`src/rtl/rr_adc_pkg.sv`:
```
package rr_adc_pkg;

   localparam int FRAME_LEN   = 16;
   localparam int GAP_PHASES  = 4;
   localparam logic [1:0] PROTO_QUAD12 = 2'd0;
   localparam logic [1:0] PROTO_W15    = 2'd1;

   typedef enum logic [1:0] {
      ST_IDLE = 2'd0,
      ST_XFER = 2'd1,
      ST_GAP  = 2'd2
   } seq_state_e;

   function automatic logic [FRAME_LEN-1:0] proto_mask(input logic [1:0] code);
      case (code)
         PROTO_QUAD12: return 16'h0FFF;
         PROTO_W15:    return 16'h7FFF;
         default:      return 16'hFFFF;
      endcase
   endfunction

endpackage

```
`src/rtl/rr_adc_tick.sv`:
```
module rr_adc_tick #(
   parameter int DIV_W = 8
) (
   input  logic             clk,
   input  logic             rst_n,
   input  logic             run,
   input  logic [DIV_W-1:0] div,
   output logic             tick
);

   logic [DIV_W-1:0] cnt_q;

   assign tick = run && (cnt_q == div);

   always_ff @(posedge clk or negedge rst_n) begin
      if (!rst_n)             cnt_q <= '0;
      else if (!run || tick)  cnt_q <= '0;
      else                    cnt_q <= cnt_q + 1'b1;
   end

endmodule

```
`src/rtl/rr_adc_chan_seq.sv`:
```
module rr_adc_chan_seq #(
   parameter int N_CH  = 8,
   parameter int SEL_W = 3,
   parameter int CNT_W = 4
) (
   input  logic [1:0]       mode,
   input  logic [CNT_W-1:0] ch_count,
   input  logic [SEL_W-1:0] cur_ch,
   output logic [CNT_W-1:0] n_eff,
   output logic [SEL_W-1:0] next_ch
);
   import rr_adc_pkg::*;

   localparam int QUAD_LIM = (N_CH < 4) ? N_CH : 4;
   localparam logic [CNT_W-1:0] CAP_FULL = CNT_W'(N_CH);
   localparam logic [CNT_W-1:0] CAP_QUAD = CNT_W'(QUAD_LIM);

   if (CNT_W != SEL_W + 1) begin : g_bad_width
      $error("rr_adc_chan_seq: CNT_W must be SEL_W+1");
   end

   logic [CNT_W-1:0] cap, req, inc;

   always_comb begin
      cap   = (mode == PROTO_QUAD12) ? CAP_QUAD : CAP_FULL;
      req   = (ch_count == '0) ? CNT_W'(1) : ch_count;
      n_eff = (req > cap) ? cap : req;
      inc   = {1'b0, cur_ch} + CNT_W'(1);
      next_ch = (inc >= n_eff) ? '0 : inc[SEL_W-1:0];
   end

endmodule

```
`src/rtl/rr_adc_result_bank.sv`:
```
module rr_adc_result_bank #(
   parameter int N_CH   = 8,
   parameter int DATA_W = 16,
   parameter int SEL_W  = 3
) (
   input  logic              clk,
   input  logic              rst_n,
   input  logic              wr_en,
   input  logic [SEL_W-1:0]  wr_ch,
   input  logic [DATA_W-1:0] wr_data,
   input  logic [SEL_W-1:0]  rd_addr,
   output logic [DATA_W-1:0] rd_data,
   output logic              rd_valid,
   output logic [N_CH-1:0]   valid_flags
);

   localparam int DEPTH = 1 << SEL_W;

   logic [DATA_W-1:0] words [DEPTH];
   logic [DEPTH-1:0]  vld_all;

   for (genvar g = 0; g < DEPTH; g++) begin : g_slot
      if (g < N_CH) begin : g_live
         logic [DATA_W-1:0] word_q;
         logic              vld_q;
         always_ff @(posedge clk or negedge rst_n) begin
            if (!rst_n) begin
               word_q <= '0;
               vld_q  <= 1'b0;
            end else if (wr_en && (wr_ch == SEL_W'(g))) begin
               word_q <= wr_data;
               vld_q  <= 1'b1;
            end
         end
         assign words[g]   = word_q;
         assign vld_all[g] = vld_q;
      end else begin : g_empty
         assign words[g]   = '0;
         assign vld_all[g] = 1'b0;
      end
   end

   assign valid_flags = vld_all[N_CH-1:0];
   assign rd_data     = words[rd_addr];
   assign rd_valid    = vld_all[rd_addr];

endmodule

```
`src/rtl/rr_adc_sampler.sv`:
```
module rr_adc_sampler #(
   parameter int N_CH  = 8,
   parameter int DIV_W = 8,
   localparam int SEL_W = (N_CH > 1) ? $clog2(N_CH) : 1,
   localparam int CNT_W = SEL_W + 1,
   localparam int DATA_W = rr_adc_pkg::FRAME_LEN
) (
   input  logic              clk,
   input  logic              rst_n,
   input  logic              enable,
   input  logic [1:0]        mode,
   input  logic [CNT_W-1:0]  ch_count,
   input  logic [DIV_W-1:0]  clk_div,
   output logic              sclk,
   output logic              cs_n,
   output logic [SEL_W-1:0]  cs_sel,
   input  logic              sdi,
   input  logic [SEL_W-1:0]  rd_addr,
   output logic [DATA_W-1:0] rd_data,
   output logic              rd_valid,
   output logic [N_CH-1:0]   valid_flags
);
   import rr_adc_pkg::*;

   localparam int PH_W  = $clog2(2 * FRAME_LEN);
   localparam logic [PH_W-1:0] PH_LAST = PH_W'(2 * FRAME_LEN - 1);
   localparam int GAP_W = $clog2(GAP_PHASES);
   localparam logic [GAP_W-1:0] GAP_LAST = GAP_W'(GAP_PHASES - 1);

   if (N_CH < 2 || N_CH > 8) begin : g_bad_nch
      $error("rr_adc_sampler: N_CH must lie in 2..8");
   end
   if (DIV_W < 1) begin : g_bad_div
      $error("rr_adc_sampler: DIV_W must be at least 1");
   end

   seq_state_e         state_q;
   logic [PH_W-1:0]    ph_q;
   logic [GAP_W-1:0]   gap_q;
   logic [SEL_W-1:0]   ch_q;
   logic [DATA_W-1:0]  sr_q;
   logic               tick;
   logic               wr_en;
   logic [CNT_W-1:0]   n_eff;
   logic [SEL_W-1:0]   next_ch;

   rr_adc_tick #(.DIV_W(DIV_W)) u_tick (
      .clk  (clk),
      .rst_n(rst_n),
      .run  (state_q != ST_IDLE),
      .div  (clk_div),
      .tick (tick)
   );

   rr_adc_chan_seq #(.N_CH(N_CH), .SEL_W(SEL_W), .CNT_W(CNT_W)) u_seq (
      .mode    (mode),
      .ch_count(ch_count),
      .cur_ch  (ch_q),
      .n_eff   (n_eff),
      .next_ch (next_ch)
   );

   always_ff @(posedge clk or negedge rst_n) begin
      if (!rst_n) begin
         state_q <= ST_IDLE;
         ph_q    <= '0;
         gap_q   <= '0;
         ch_q    <= '0;
         sr_q    <= '0;
      end else begin
         case (state_q)
            ST_IDLE: begin
               if (enable) begin
                  state_q <= ST_XFER;
                  ph_q    <= '0;
                  ch_q    <= '0;
               end
            end
            ST_XFER: begin
               if (tick) begin
                  ph_q <= ph_q + 1'b1;
                  if (!ph_q[0]) sr_q <= {sr_q[DATA_W-2:0], sdi};
                  if (ph_q == PH_LAST) begin
                     state_q <= ST_GAP;
                     gap_q   <= '0;
                  end
               end
            end
            ST_GAP: begin
               if (tick) begin
                  gap_q <= gap_q + 1'b1;
                  if (gap_q == GAP_LAST) begin
                     if (enable) begin
                        state_q <= ST_XFER;
                        ph_q    <= '0;
                        ch_q    <= next_ch;
                     end else begin
                        state_q <= ST_IDLE;
                     end
                  end
               end
            end
            default: state_q <= ST_IDLE;
         endcase
      end
   end

   assign wr_en  = (state_q == ST_XFER) && tick && (ph_q == PH_LAST);
   assign sclk   = (state_q == ST_XFER) ? ph_q[0] : 1'b1;
   assign cs_n   = (state_q != ST_XFER);
   assign cs_sel = ch_q;

   rr_adc_result_bank #(.N_CH(N_CH), .DATA_W(DATA_W), .SEL_W(SEL_W)) u_bank (
      .clk        (clk),
      .rst_n      (rst_n),
      .wr_en      (wr_en),
      .wr_ch      (ch_q),
      .wr_data    (sr_q & proto_mask(mode)),
      .rd_addr    (rd_addr),
      .rd_data    (rd_data),
      .rd_valid   (rd_valid),
      .valid_flags(valid_flags)
   );

endmodule

```
`config.mk`:
```
export PLATFORM = sky130hd
export DESIGN_NAME = rr_adc_sampler
export DESIGN_NICKNAME = d
export VERILOG_FILES = /design/src/rtl/rr_adc_pkg.sv /design/src/rtl/rr_adc_tick.sv /design/src/rtl/rr_adc_chan_seq.sv /design/src/rtl/rr_adc_result_bank.sv /design/src/rtl/rr_adc_sampler.sv
export SDC_FILE = /design/constraint.sdc
export NUM_CORES = 1
export LEC_CHECK = 0
export ABC_AREA = 1
export BUFFER_PORTS_ARGS = -buffer_cell sky130_fd_sc_hd__buf_2
export CORE_MARGIN = 10
export CORE_UTILIZATION = 40
export CTS_BUF_LIST = sky130_fd_sc_hd__clkbuf_4 sky130_fd_sc_hd__clkbuf_8
export DETAILED_ROUTE_END_ITERATION = 10
export PLACE_DENSITY_LB_ADDON = 0.25
export SKIP_CTS_REPAIR_TIMING = 1
export SYNTH_ARGS = -nofsm -noshare
export SYNTH_HDL_FRONTEND = slang
export SYNTH_SLANG_ARGS = --single-unit
```
`constraint.sdc`:
```
create_clock -name clk -period 4.3 [get_ports clk]
set_input_delay 0.645 -clock clk [delete_from_list [all_inputs] [get_ports clk]]
set_output_delay 0.645 -clock clk [all_outputs]
set_load 0.1 [all_outputs]
```
==> summary.txt <==
Logic synthesis
  – #FFs+latches synth: between 150 and 200
  – Number of enable flip-flop cells after synthesis: 0
  – Post-Syn Area: 9320 um^2
  – Ranking of synthesized cells by area: dfrtp_1 46%, nand2_1 13%, inv_1 11%
  – Async set or reset register ratio after synthesis: 1.00
  – Top FF cell, synth: dfrtp_1
  – Synth area leader: dfrtp_1
  – Mapped Nets: ~1300
  – Unique masters post-synth: 33
  – Synth Instances: 1281
  – Top cell type's share of synthesized area: 0.462
  – Avg Cell Area, Syn: 7.28 um^2
  – Syn. warnings: 0
  – Top cells by count, synth: 335 x nand2_1, 271 x inv_1, 172 x dfrtp_1
  – Count leader, synth: nand2_1
  – Sequential fraction of the synthesis area: 0.462

Worst setup path
  – Crit-path max cell delay: about 550 ps
  – Critical Path RT: 3650 ps
  – Crit path from: rd_addr[0]
  – FF-to-FF Start: ph_q[0]$_DFFE_PN0P_
  – Worst R2R Path Depth: 11
  – WP buf/inv: 3
  – CP max-delay cell: buf_4
  – CP top delay family: buffers and inverters
  – CP endpoint kind: output pin
  – Crit path to: rd_valid
  – Worst R2R End: u_bank.g_slot[2].g_live.word_q[0]$_DFFE_PN0P_
  – Sequence of cells on the critical path: buf_2, buf_4, o21ai_0, nand2_1, nor2_1, a31oi_1, buf_12
  – Worst Path Max Fanout: just under 70
  – Critical Path Source Type: input pin
  – Crit path depth: 7
  – Setup CP Type: in2out
  – Critical path data arrival time: 2340 ps
  – Worst R2R Setup Slack: ~1600 ps

Global routing
  – GRT Total Usage: 0.171
  – Vias in the first global route: 7520
  – First-pass GRT wire length: 41.4 mm
  – Largest net degree at the start of global routing: slightly below 90
  – GRT Residual Overflow: 0
  – Initial antenna violation count: 0

Route
  – Vias/cell: between 4 and 5
  – Initial DRC Count: approximately 700
  – Wire per inst: 15.7 um
  – Antenna Nets Post-Route: 0
  – Final wirelength: 25.3 mm
  – Drt first pass iters: 6
  – DR vias: 7866
  – DRC: 0

CTS
  – Max Root-Sink Buffers: 2
  – Clock Pin Slew Worst Setup and Hold Paths: roughly 90 ps
  – H-tree levels: 4
  – Sink Count: roughly 170
  – CTS buffer count: 17
  – CTS Root Cell: clkbuf_8
  – Worst-Skew Late Latency: 470 ps
  – TritonCTS clock tree: done

STA
  – Slew Viols, Final: 0
  – Setup TNS: 0 ps
  – Fmax: 334 MHz
  – Min cycle time layout: 2990 ps
  – Final setup violating endpoints: 0
  – Worst slew margin: 0.274
  – RSZ-0062 raised after global routing: no
  – Clk_skew: 9.42 ps
  – Fin. Hold Viols: 0
  – Worst slew pin tran: approximately 1100 ps
  – Tcrit/Tclk final: 0.695

Place
  – Hpwl dp: between 15 and 20 mm
  – Final GP Congestion: just over 0.8
  – Port Buf Inserts: 50

Layout
  – Final Util: 0.454
  – Final nets: 1331
  – ANT cells: 0
  – Layout cells sized above 1: 0.0889
  – Fillers: 2284
  – P&R area growth vs syn: 11.0%

Floorplanning
  – Chip Height: 173 um
  – Initial core utilization: 0.409
  – Core ar.: 22800 um^2
  – Chip Width: 173 um
  – Row cnt: 55
  – Ports: 51
  – DIE AREA: 29800 um^2

Outcome
  – Outcome: complete, no violations

Worst hold path
  – Worst Hold Class: in2async

Pwr
  – Sw Ratio: 0.323
  – Leak pwr: 5.66 nW
  – Internal power: between 2 and 2.5 mW
  – Clock power share: 0.324
  – P_sw: 1.12 mW
  – Pwr Density: 335 nW/um^2
  – Combinational group share of total power: 0.178
  – Worst IR Drop VDD: ~0.00017 V
  – Reg power frac: 0.498

Run
  – Max-Cap Viols: 0
==> sequential cells by signal (all words and copies together), names as in the netlist <==
register                     cells
cs_sel                           3
gap_q                            2
ph_q                             5
sr_q                            16
state_q                          2
u_bank.g_slot.g_live.vld_q       8
u_bank.g_slot.g_live.word_q    128
u_tick.cnt_q                     8
==> stage by stage <==
stage	area [um^2]	hold WS, ps	worst slack (ps)	std cells	power, mW
finish	10400	222	1310	1618	3.47
global route	10400	283	1170	1618	3.65
CTS	10400	259	1330	1618	3.50
detailed placement	9980	463	1330	1587	2.38
global placement	9980	458	1330	1587	2.37
floorplan	9320	349	553	1281	2.17
==> placed cells by master, fill, tap and decap left out, types with 2 or more instances in the layout <==
master | synthesis | layout
o21ai_0 | 114 | 114
a21oi_1 | 73 | 73
clkbuf_8 | 0 | 19
nand3_1 | 102 | 102
nor2_4 | 7 | 7
clkinv_2 | 0 | 2
clkinvlp_4 | 0 | 4
nor3_1 | 4 | 4
ha_1 | 17 | 17
nand4_2 | 6 | 6
o21ai_1 | 7 | 7
or2_2 | 3 | 3
xor2_1 | 2 | 2
dfrtp_1 | 172 | 172
nor2_1 | 47 | 47
inv_1 | 271 | 270
buf_4 | 18 | 9
buf_12 | 0 | 18
nand2_1 | 335 | 335
a31oi_1 | 17 | 17
buf_2 | 9 | 32
clkinv_4 | 0 | 2
inv_6 | 0 | 3
clkinv_1 | 15 | 15
inv_2 | 4 | 5
o31ai_1 | 2 | 2
nand4_1 | 7 | 7
==> power groups by stage <==
| stage | registers [mW] | clock network, mW | logic, mW |
|---|---|---|---|
| floorplan | 1.75 | 0 | 0.414 |
| global placement | 1.76 | 0 | 0.615 |
| detailed placement | 1.76 | 0 | 0.622 |
| CTS | 1.73 | 1.15 | 0.625 |
| global route | 1.74 | 1.23 | 0.682 |
| finish | 1.73 | 1.12 | 0.617 |
==> area by class of cell <==
cell class / count / area, um^2 / share of cell area
well taps: 313 / 392 / 0.0378
inverters: 290 / 1090 / 0.105
repair buffers: 60 / 599 / 0.0579
flip-flops and latches: 172 / 4300 / 0.416
clock buffers: 19 / 262 / 0.0253
multi-input cells: 752 / 3590 / 0.347
clock inverters: 12 / 114 / 0.0110
==> worst min-delay path by stage <==
stage | from | endpoint | slack, ps
4_1_cts | rst_n | ph_q[1]$_DFFE_PN0P_ | 260
3_5_place_dp | ph_q[3]$_DFFE_PN0P_ | ph_q[3]$_DFFE_PN0P_ | 460
2_1_floorplan | rst_n | cs_sel[0]$_DFFE_PN0P_ | 350
5_1_grt | rst_n | ph_q[2]$_DFFE_PN0P_ | 280
6_report | rst_n | ph_q[1]$_DFFE_PN0P_ | 220
3_3_place_gp | u_bank.g_slot[1].g_live.vld_q$_DFFE_PN0P_ | u_bank.g_slot[1].g_live.vld_q$_DFFE_PN0P_ | 460
==> cells by family after synthesis <==
group / count (synthesis) / synth area share
AO/OA/AOI/OAI: 216 / 0.120
XOR/XNOR: 3 / 0.00282
adder cells (fa/ha/maj): 17 / 0.0228
buffers and inverters: 357 / 0.153
flip-flops: 172 / 0.462
AND/OR/NAND/NOR: 516 / 0.240
==> per-layer routing <==
metal,vias up,wire length (um),track usage
met2,219,11900,0.279
li1,3927,-,-
met5,-,0,0
met4,0,563,0.0535
met3,36,1570,0.0290
met1,3684,11300,0.226
(Power assumes the default switching activity.)
